[src/rtl/lcdseq_pkg.sv]
package lcdseq_pkg;

   localparam int COM_MAX = 4;

   typedef enum logic [1:0] {
      MUX_STATIC = 2'd0,
      MUX_2WAY   = 2'd1,
      MUX_3WAY   = 2'd2,
      MUX_4WAY   = 2'd3
   } mux_e;

   typedef logic [1:0] lvl_t;

   localparam lvl_t LVL_TOP  = 2'd0;
   localparam lvl_t LVL_TAPH = 2'd1;
   localparam lvl_t LVL_TAPL = 2'd2;
   localparam lvl_t LVL_BOT  = 2'd3;
   localparam lvl_t LVL_IDLE = 2'd0;

   typedef struct packed {
      mux_e       mux;
      logic [1:0] rate;
      logic       disp_on;
      logic       blink_en;
   } cfg_t;

   typedef struct packed {
      logic [1:0] slot;
      logic       pol;
      logic       blink_off;
      logic       frame_start;
   } scan_t;

   // Selected common swings rail to rail; non-selected sits on the bias taps.
   function automatic lvl_t com_code(mux_e m, logic sel, logic pol);
      lvl_t r;
      if (sel || m == MUX_STATIC) r = pol ? LVL_TOP : LVL_BOT;
      else if (m == MUX_2WAY)     r = LVL_TAPH;
      else                        r = pol ? LVL_TAPL : LVL_TAPH;
      return r;
   endfunction

   function automatic lvl_t seg_code(mux_e m, logic lit, logic pol);
      lvl_t r;
      if (lit)                                    r = pol ? LVL_BOT : LVL_TOP;
      else if (m == MUX_STATIC || m == MUX_2WAY)  r = pol ? LVL_TOP : LVL_BOT;
      else                                        r = pol ? LVL_TAPH : LVL_TAPL;
      return r;
   endfunction

endpackage

[src/rtl/lcdseq_rstq.sv]
module lcdseq_rstq #(
   parameter int RST_MIN = 12
) (
   input  logic clk,
   input  logic rst_in_n,
   output logic core_rst
);
   localparam int RW = $clog2(RST_MIN + 1);

   logic [RW-1:0] low_cnt;

   always_ff @(posedge clk) begin
      if (rst_in_n)                         low_cnt <= '0;
      else if (low_cnt != RW'(RST_MIN))     low_cnt <= low_cnt + 1'b1;
   end

   assign core_rst = (low_cnt == RW'(RST_MIN));

   // one high sample always clears any pending qualification
   p_short_low_r1: assert property (@(posedge clk) $past(rst_in_n) |-> !core_rst);

endmodule

[src/rtl/lcdseq_cfg.sv]
module lcdseq_cfg
   import lcdseq_pkg::*;
(
   input  logic       clk,
   input  logic       rst,
   input  logic       wr,
   input  logic [1:0] mux_in,
   input  logic [1:0] rate_in,
   input  logic       on_in,
   input  logic       blink_in,
   output cfg_t       cfg
);
   always_ff @(posedge clk) begin
      if (rst) begin
         cfg.mux      <= MUX_STATIC;
         cfg.rate     <= 2'd0;
         cfg.disp_on  <= 1'b0;
         cfg.blink_en <= 1'b0;
      end else if (wr) begin
         cfg.mux      <= mux_e'(mux_in);
         cfg.rate     <= rate_in;
         cfg.disp_on  <= on_in;
         cfg.blink_en <= blink_in;
      end
   end

   // a reset edge leaves the panel dark
   p_rst_dark_r2: assert property (@(posedge clk) rst |=> !cfg.disp_on);

endmodule

[src/rtl/lcdseq_timing.sv]
module lcdseq_timing
   import lcdseq_pkg::*;
#(
   parameter int HALF_BASE    = 2,
   parameter int BLINK_FRAMES = 4
) (
   input  logic       clk,
   input  logic       rst,
   input  logic       restart,
   input  mux_e       mux,
   input  logic [1:0] rate,
   output scan_t      scan
);
   localparam int PW = $clog2(HALF_BASE * 8 + 1);
   localparam int BW = (BLINK_FRAMES > 1) ? $clog2(BLINK_FRAMES) : 1;

   logic [PW-1:0] pre_cnt;
   logic [PW-1:0] half_last;
   logic [1:0]    slot;
   logic          pol;
   logic [BW-1:0] blink_cnt;
   logic          blink_off;
   logic          half_end;
   logic          slot_end;
   logic          frame_end;

   assign half_last = PW'((HALF_BASE << rate) - 1);
   assign half_end  = (pre_cnt == half_last);
   assign slot_end  = half_end && pol;
   assign frame_end = slot_end && (slot == 2'(mux));

   always_ff @(posedge clk) begin
      if (rst || restart) begin
         pre_cnt   <= '0;
         pol       <= 1'b0;
         slot      <= 2'd0;
         blink_cnt <= '0;
         blink_off <= 1'b0;
      end else begin
         pre_cnt <= half_end ? '0 : pre_cnt + 1'b1;
         if (half_end) pol <= ~pol;
         if (frame_end)     slot <= 2'd0;
         else if (slot_end) slot <= slot + 2'd1;
         if (frame_end) begin
            if (blink_cnt == BW'(BLINK_FRAMES - 1)) begin
               blink_cnt <= '0;
               blink_off <= ~blink_off;
            end else begin
               blink_cnt <= blink_cnt + 1'b1;
            end
         end
      end
   end

   assign scan.slot        = slot;
   assign scan.pol         = pol;
   assign scan.blink_off   = blink_off;
   assign scan.frame_start = (slot == 2'd0) && !pol;

   // prescaler never runs past the programmed half-phase
   p_pre_bound_r3: assert property (@(posedge clk) disable iff (rst)
      pre_cnt <= half_last);
   // slot stays inside the active common count
   p_slot_bound_r3: assert property (@(posedge clk) disable iff (rst)
      slot <= 2'(mux));
   // blink phase only turns at the start of a frame
   p_blink_frame_r8: assert property (@(posedge clk) disable iff (rst)
      !$stable(blink_off) |-> (slot == 2'd0 && !pol && pre_cnt == '0));

endmodule

[src/rtl/lcdseq_drive.sv]
module lcdseq_drive
   import lcdseq_pkg::*;
#(
   parameter int NSEG    = 8,
   parameter bit OUT_REG = 1'b1
) (
   input  logic                    clk,
   input  logic                    rst,
   input  cfg_t                    cfg,
   input  scan_t                   scan,
   input  logic [NSEG*COM_MAX-1:0] seg_data,
   input  logic [NSEG*COM_MAX-1:0] seg_blink,
   output logic [COM_MAX*2-1:0]    com_lvl,
   output logic [NSEG*2-1:0]       seg_lvl,
   output logic                    frame_sync
);
   logic [COM_MAX*2-1:0] com_n;
   logic [NSEG*2-1:0]    seg_n;
   logic                 blink_gate;

   assign blink_gate = cfg.blink_en && scan.blink_off;

   for (genvar k = 0; k < COM_MAX; k++) begin : g_com
      assign com_n[k*2 +: 2] = cfg.disp_on
         ? com_code(cfg.mux, scan.slot == 2'(k), scan.pol) : LVL_IDLE;
   end

   for (genvar s = 0; s < NSEG; s++) begin : g_seg
      logic [COM_MAX-1:0] bits;
      logic [COM_MAX-1:0] mask;
      logic               lit;
      assign bits = seg_data [s*COM_MAX +: COM_MAX];
      assign mask = seg_blink[s*COM_MAX +: COM_MAX];
      assign lit  = bits[scan.slot] && !(blink_gate && mask[scan.slot]);
      assign seg_n[s*2 +: 2] = cfg.disp_on
         ? seg_code(cfg.mux, lit, scan.pol) : LVL_IDLE;
   end

   if (OUT_REG) begin : g_reg
      always_ff @(posedge clk) begin
         if (rst) begin
            com_lvl    <= '0;
            seg_lvl    <= '0;
            frame_sync <= 1'b0;
         end else begin
            com_lvl    <= com_n;
            seg_lvl    <= seg_n;
            frame_sync <= scan.frame_start;
         end
      end

      // display off reaches every output on the next edge
      p_off_idle_r9: assert property (@(posedge clk) disable iff (rst)
         !cfg.disp_on |=> (com_lvl == '0 && seg_lvl == '0));
   end else begin : g_comb
      assign com_lvl    = com_n;
      assign seg_lvl    = seg_n;
      assign frame_sync = scan.frame_start;
   end

   // the frame marker coincides with common 0 selected at polarity 0
   p_sync_com0_r10: assert property (@(posedge clk) disable iff (rst)
      frame_sync |-> (com_lvl[1:0] == LVL_BOT || com_lvl == '0));

endmodule

[src/rtl/lcd_scan_seq.sv]
module lcd_scan_seq
   import lcdseq_pkg::*;
#(
   parameter int NSEG         = 8,
   parameter int HALF_BASE    = 2,
   parameter int BLINK_FRAMES = 4,
   parameter int RST_MIN      = 12,
   parameter bit OUT_REG      = 1'b1
) (
   input  logic                    clk,
   input  logic                    rst_in_n,
   input  logic                    cfg_wr,
   input  logic [1:0]              cfg_mux,
   input  logic [1:0]              cfg_rate,
   input  logic                    cfg_disp_on,
   input  logic                    cfg_blink_en,
   input  logic [NSEG*COM_MAX-1:0] seg_data,
   input  logic [NSEG*COM_MAX-1:0] seg_blink,
   output logic [COM_MAX*2-1:0]    com_lvl,
   output logic [NSEG*2-1:0]       seg_lvl,
   output logic                    frame_sync
);
   if (NSEG < 1)          begin : g_bad_nseg  $error("NSEG must be at least 1"); end
   if (HALF_BASE < 1)     begin : g_bad_half  $error("HALF_BASE must be at least 1"); end
   if (BLINK_FRAMES < 2)  begin : g_bad_blink $error("BLINK_FRAMES must be at least 2"); end
   if (RST_MIN < 2)       begin : g_bad_rst   $error("RST_MIN must be at least 2"); end

   logic  core_rst;
   cfg_t  cfg;
   scan_t scan;

   lcdseq_rstq #(.RST_MIN(RST_MIN)) u_rstq (
      .clk      (clk),
      .rst_in_n (rst_in_n),
      .core_rst (core_rst)
   );

   lcdseq_cfg u_cfg (
      .clk      (clk),
      .rst      (core_rst),
      .wr       (cfg_wr),
      .mux_in   (cfg_mux),
      .rate_in  (cfg_rate),
      .on_in    (cfg_disp_on),
      .blink_in (cfg_blink_en),
      .cfg      (cfg)
   );

   lcdseq_timing #(
      .HALF_BASE    (HALF_BASE),
      .BLINK_FRAMES (BLINK_FRAMES)
   ) u_timing (
      .clk     (clk),
      .rst     (core_rst),
      .restart (cfg_wr),
      .mux     (mux_e'(cfg.mux)),
      .rate    (cfg.rate),
      .scan    (scan)
   );

   lcdseq_drive #(
      .NSEG    (NSEG),
      .OUT_REG (OUT_REG)
   ) u_drive (
      .clk        (clk),
      .rst        (core_rst),
      .cfg        (cfg),
      .scan       (scan),
      .seg_data   (seg_data),
      .seg_blink  (seg_blink),
      .com_lvl    (com_lvl),
      .seg_lvl    (seg_lvl),
      .frame_sync (frame_sync)
   );

endmodule

[config.mk]
export PLATFORM = sky130hd
export DESIGN_NAME = lcd_scan_seq
export DESIGN_NICKNAME = d
export VERILOG_FILES = /design/src/rtl/lcdseq_pkg.sv /design/src/rtl/lcdseq_rstq.sv /design/src/rtl/lcdseq_cfg.sv /design/src/rtl/lcdseq_timing.sv /design/src/rtl/lcdseq_drive.sv /design/src/rtl/lcd_scan_seq.sv
export SDC_FILE = /design/constraint.sdc
export NUM_CORES = 1
export LEC_CHECK = 0
export BUFFER_PORTS_ARGS = -buffer_cell sky130_fd_sc_hd__buf_2
export CAP_MARGIN = 10
export CORE_ASPECT_RATIO = 0.7
export CORE_UTILIZATION = 40
export DETAILED_ROUTE_END_ITERATION = 16
export PLACE_DENSITY = 0.75
export SYNTH_ARGS = -nofsm -noshare
export SYNTH_HDL_FRONTEND = slang
export SYNTH_HIERARCHICAL = 1
export SYNTH_SLANG_ARGS = --single-unit
[constraint.sdc]
create_clock -name clk -period 1.7 [get_ports clk]
set_input_delay 0 -clock clk [delete_from_list [all_inputs] [get_ports clk]]
set_output_delay 0 -clock clk [all_outputs]
set_load 0.01 [all_outputs]
==> summary.txt <==
Drt via density - 5.12
Fmax - 0.622 GHz
CP required - 1.92 ns
Post-DP HPWL - 4840 um
Min-Delay Path Class - in -> reg
Synth cell count leaders - dfxtp_1 (46), mux2i_1 (45), nor2_1 (15), nand2_1 (13), a21oi_1 (11)
Antenna Violating Nets Remaining - 0
Top FF cell, synth - dfxtp_1
Hold path cells - 3
Top-count cell post-synth - dfxtp_1
Synth Area in Simple Gates - 0.154
Compound-cell area share of the yosys netlist - 0.129
Critical path peak fanout - 6
Worst hold slack - 0.151 ns
Post-Syn Area - 2510 sq um
Cells after Synth - 238
# IOs - 98
CTS buffer count - 5
Layout Cells excl Fill - 425
Die Wd - 96.8 um
Final min period - 1.61 ns
NetSw - 677 uW
Initial Utilization - 0.426
Power per Cell Area - 749 nW/um^2
Synth Warn # - 6
I/O Buffers - 97
Part of the cycle the worst path needs - 0.945
Register area - 928 sq um
Seq/Total Area, Yosys - 0.366
Adder-cell area share of the yosys netlist - 0.0348
Slew Limit Fails - 0
Relative max-transition margin - 0.758
Switching power share of the total - 0.272
Gpl congestion - 0.795
Multi-input logic area - 1500 sq um
Int Pwr - 1810 uW
Total track usage - 0.180
Max Cap Viol - 0
DRC viols - 0
Critical path class - reg -> reg
Syn_nets - 318
Root buf cell - clkbuf_8
Initial drt markers - 96
LEAKAGE - 0.00145 uW
VDD IR-drop max - 0.383 mV
N_diodes - 0
Die Y-Extent - 68.3 um
Die Footprint - 6610 sq um
Final wirelength - 6240 um
Layout cell share with drive strength beyond 1 - 0.443
Syn Area/Cell - 10.6 sq um
Initial antenna violation count - 0
Routed vias - 2,178
Post-synth top area share - 0.366
Synth area leaders - dfxtp_1 (37%), mux2i_1 (18%), mux4_2 (7.2%), o221ai_2 (4.8%), ha_1 (3.5%)
Skew final - 0.00507 ns
Seq cells post-synth - 46
Worst setup margin - 0.0932 ns
Filler Cell Count - 513
Routing usage on met2 - 0.251
Reg2Reg Depth - 6
Vias in the first global route - 1,928
Post-synth EDFFs - 0
Placement Setup Slack - 0.000212 ns
WL per Instance - 14.7 um
Grt met1 use - 0.270
Worst Tran Pin Value - 0.363 ns
RSZ-0062 raised after global routing - false
Top Usage Layer GRT - met1
Synth area leader - dfxtp_1
Synth-to-Final Area Change - 32.3%
1st-pass router iterations - 4
Distinct cells, synth - 43
Core Region - 5900 sq um
Comb power frac - 0.211
Setup TNS - 0 ns
Critical path arrival - 1.82 ns
Asr flop ratio synth - 0
Max Buffers Root-to-Sink - 2
Post-synthesis xor/xnor area fraction - 0.0174
Crit. End Element - flip-flop
H-tree Lvls - 2
First-pass GRT wire length - 9400 um
Final hold violation count - 0
Dpl cells - 407
Clock latency at the later pin of the worst-skew pair - 0.29 ns
Crit path launch type - flip-flop
Largest net degree at the start of global routing - 33
Part of the power in the clock network - 0.294
# rows - 23
Met3 Usage GRT - 0.0480
Overflow left after global routing - 0
Reg power frac - 0.495
Mux contribution to synthesized area - 0.251
CTS tree - yes
Nets - 429
Clk sinks - 46
Worst-path clk slew - 0.09 ns
Post-layout util - 0.564
Status - completed
Largest family of logic cells by synthesized area - multiplexers
# setup viols final - 0
sequential cells by signal, summed over array words and instances, names as in the netlist:
register / flops
u_timing/slot: 2
u_timing/pre_cnt: 5
u_cfg/cfg: 6
u_drive/com_lvl: 8
u_drive/seg_lvl: 16
u_timing/pol: 1
u_drive/frame_sync: 1
u_timing/blink_off: 1
u_rstq/low_cnt: 4
u_timing/blink_cnt: 2
worst paths after layout:
| check | startpoint | endpoint | slack (ns) |
|---|---|---|---|
| worst max-delay path | u_rstq/low_cnt[1] | u_timing/blink_cnt[0] | 0.09 |
| worst min-delay path | cfg_wr | u_cfg/cfg[3] | 0.15 |
| worst max register to register | u_rstq/low_cnt[1] | u_timing/blink_cnt[0] | 0.09 |
| worst min register to register | u_timing/blink_cnt[1] | u_timing/blink_cnt[1] | 0.48 |
kinds of logic after synthesis:
group	Yosys count
adders and majority gates	7
muxes	53
DFF	46
AOI/OAI and AO/OA	38
buffers and inverters	21
and+or+nand+nor	68
xor gates and xnor gates	5
per-stage QoR:
stage | instance area, sq um | power (uW)
floorplan | 2520 | 1530
global placement | 3100 | 1730
detailed placement | 3100 | 1750
CTS | 3280 | 2490
global route | 3320 | 2630
finish | 3320 | 2490
critical path, cell delays in order, from the launching register on:
cell and delay, ns:
dfxtp_4 0.37, inv_1 0.07, ha_4 0.17, and3_4 0.20
or2_2 0.28, or3_1 0.30, mux2i_1 0.14
layout make-up:
class | instances | area share
Inverter | 8 | 0.00903
Tap cell | 75 | 0.0282
Multi-Input combinational cell | 171 | 0.452
Clock buffer | 7 | 0.0290
Sequential cell | 46 | 0.279
Timing Repair Buffer | 117 | 0.200
Clock inverter | 1 | 0.00263
metal layers:
layer  part of all wire  vias up
li1                   -     1093
met1               0.49     1005
met2               0.43       76
met3              0.070        4
met4             0.0061        0
met5                  0        -
cell usage in the layout, fill, tap and decap left out, drive strengths merged:
master,netlist,routed
a211oi,3,3
a21oi,14,14
a22o,1,1
a31o,1,1
a31oi,2,2
a32o,1,1
and2,1,1
and3,1,1
and3b,1,1
and4b,1,1
buf,11,110
clkbuf,2,7
clkinv,1,2
dfxtp,46,46
dlygate4sd3,0,7
ha,7,7
inv,7,7
mux2i,45,45
mux4,8,8
nand2,13,13
nand2b,7,7
nand3,9,9
nand3b,1,1
nand4,3,3
nor2,15,15
nor2b,7,7
nor3,3,3
nor3b,1,1
o21ai,7,7
o21bai,1,1
o221ai,8,8
or2,1,1
or3,4,4
xnor2,4,4
xor2,1,1
what timing repair did:
item,4_1_cts,5_1_grt
setup buffers,0,3
pin swaps,0,0
endpoints found under the hold margin,8,0
hold buffers,7,0
resized for setup,1,6
gates cloned,0,0
setup endpoints to repair,6,17
power groups by stage:
| stage | Combinational (uW) | Clock, uW | Sequential, uW |
|---|---|---|---|
| 2_1_floorplan | 243 | 0 | 1290 |
| 3_5_place_dp | 488 | 0 | 1260 |
| 3_3_place_gp | 470 | 0 | 1260 |
| 6_report | 525 | 733 | 1230 |
| 5_1_grt | 577 | 803 | 1250 |
| 4_1_cts | 503 | 756 | 1240 |
Power figures use the tool's default switching activity.
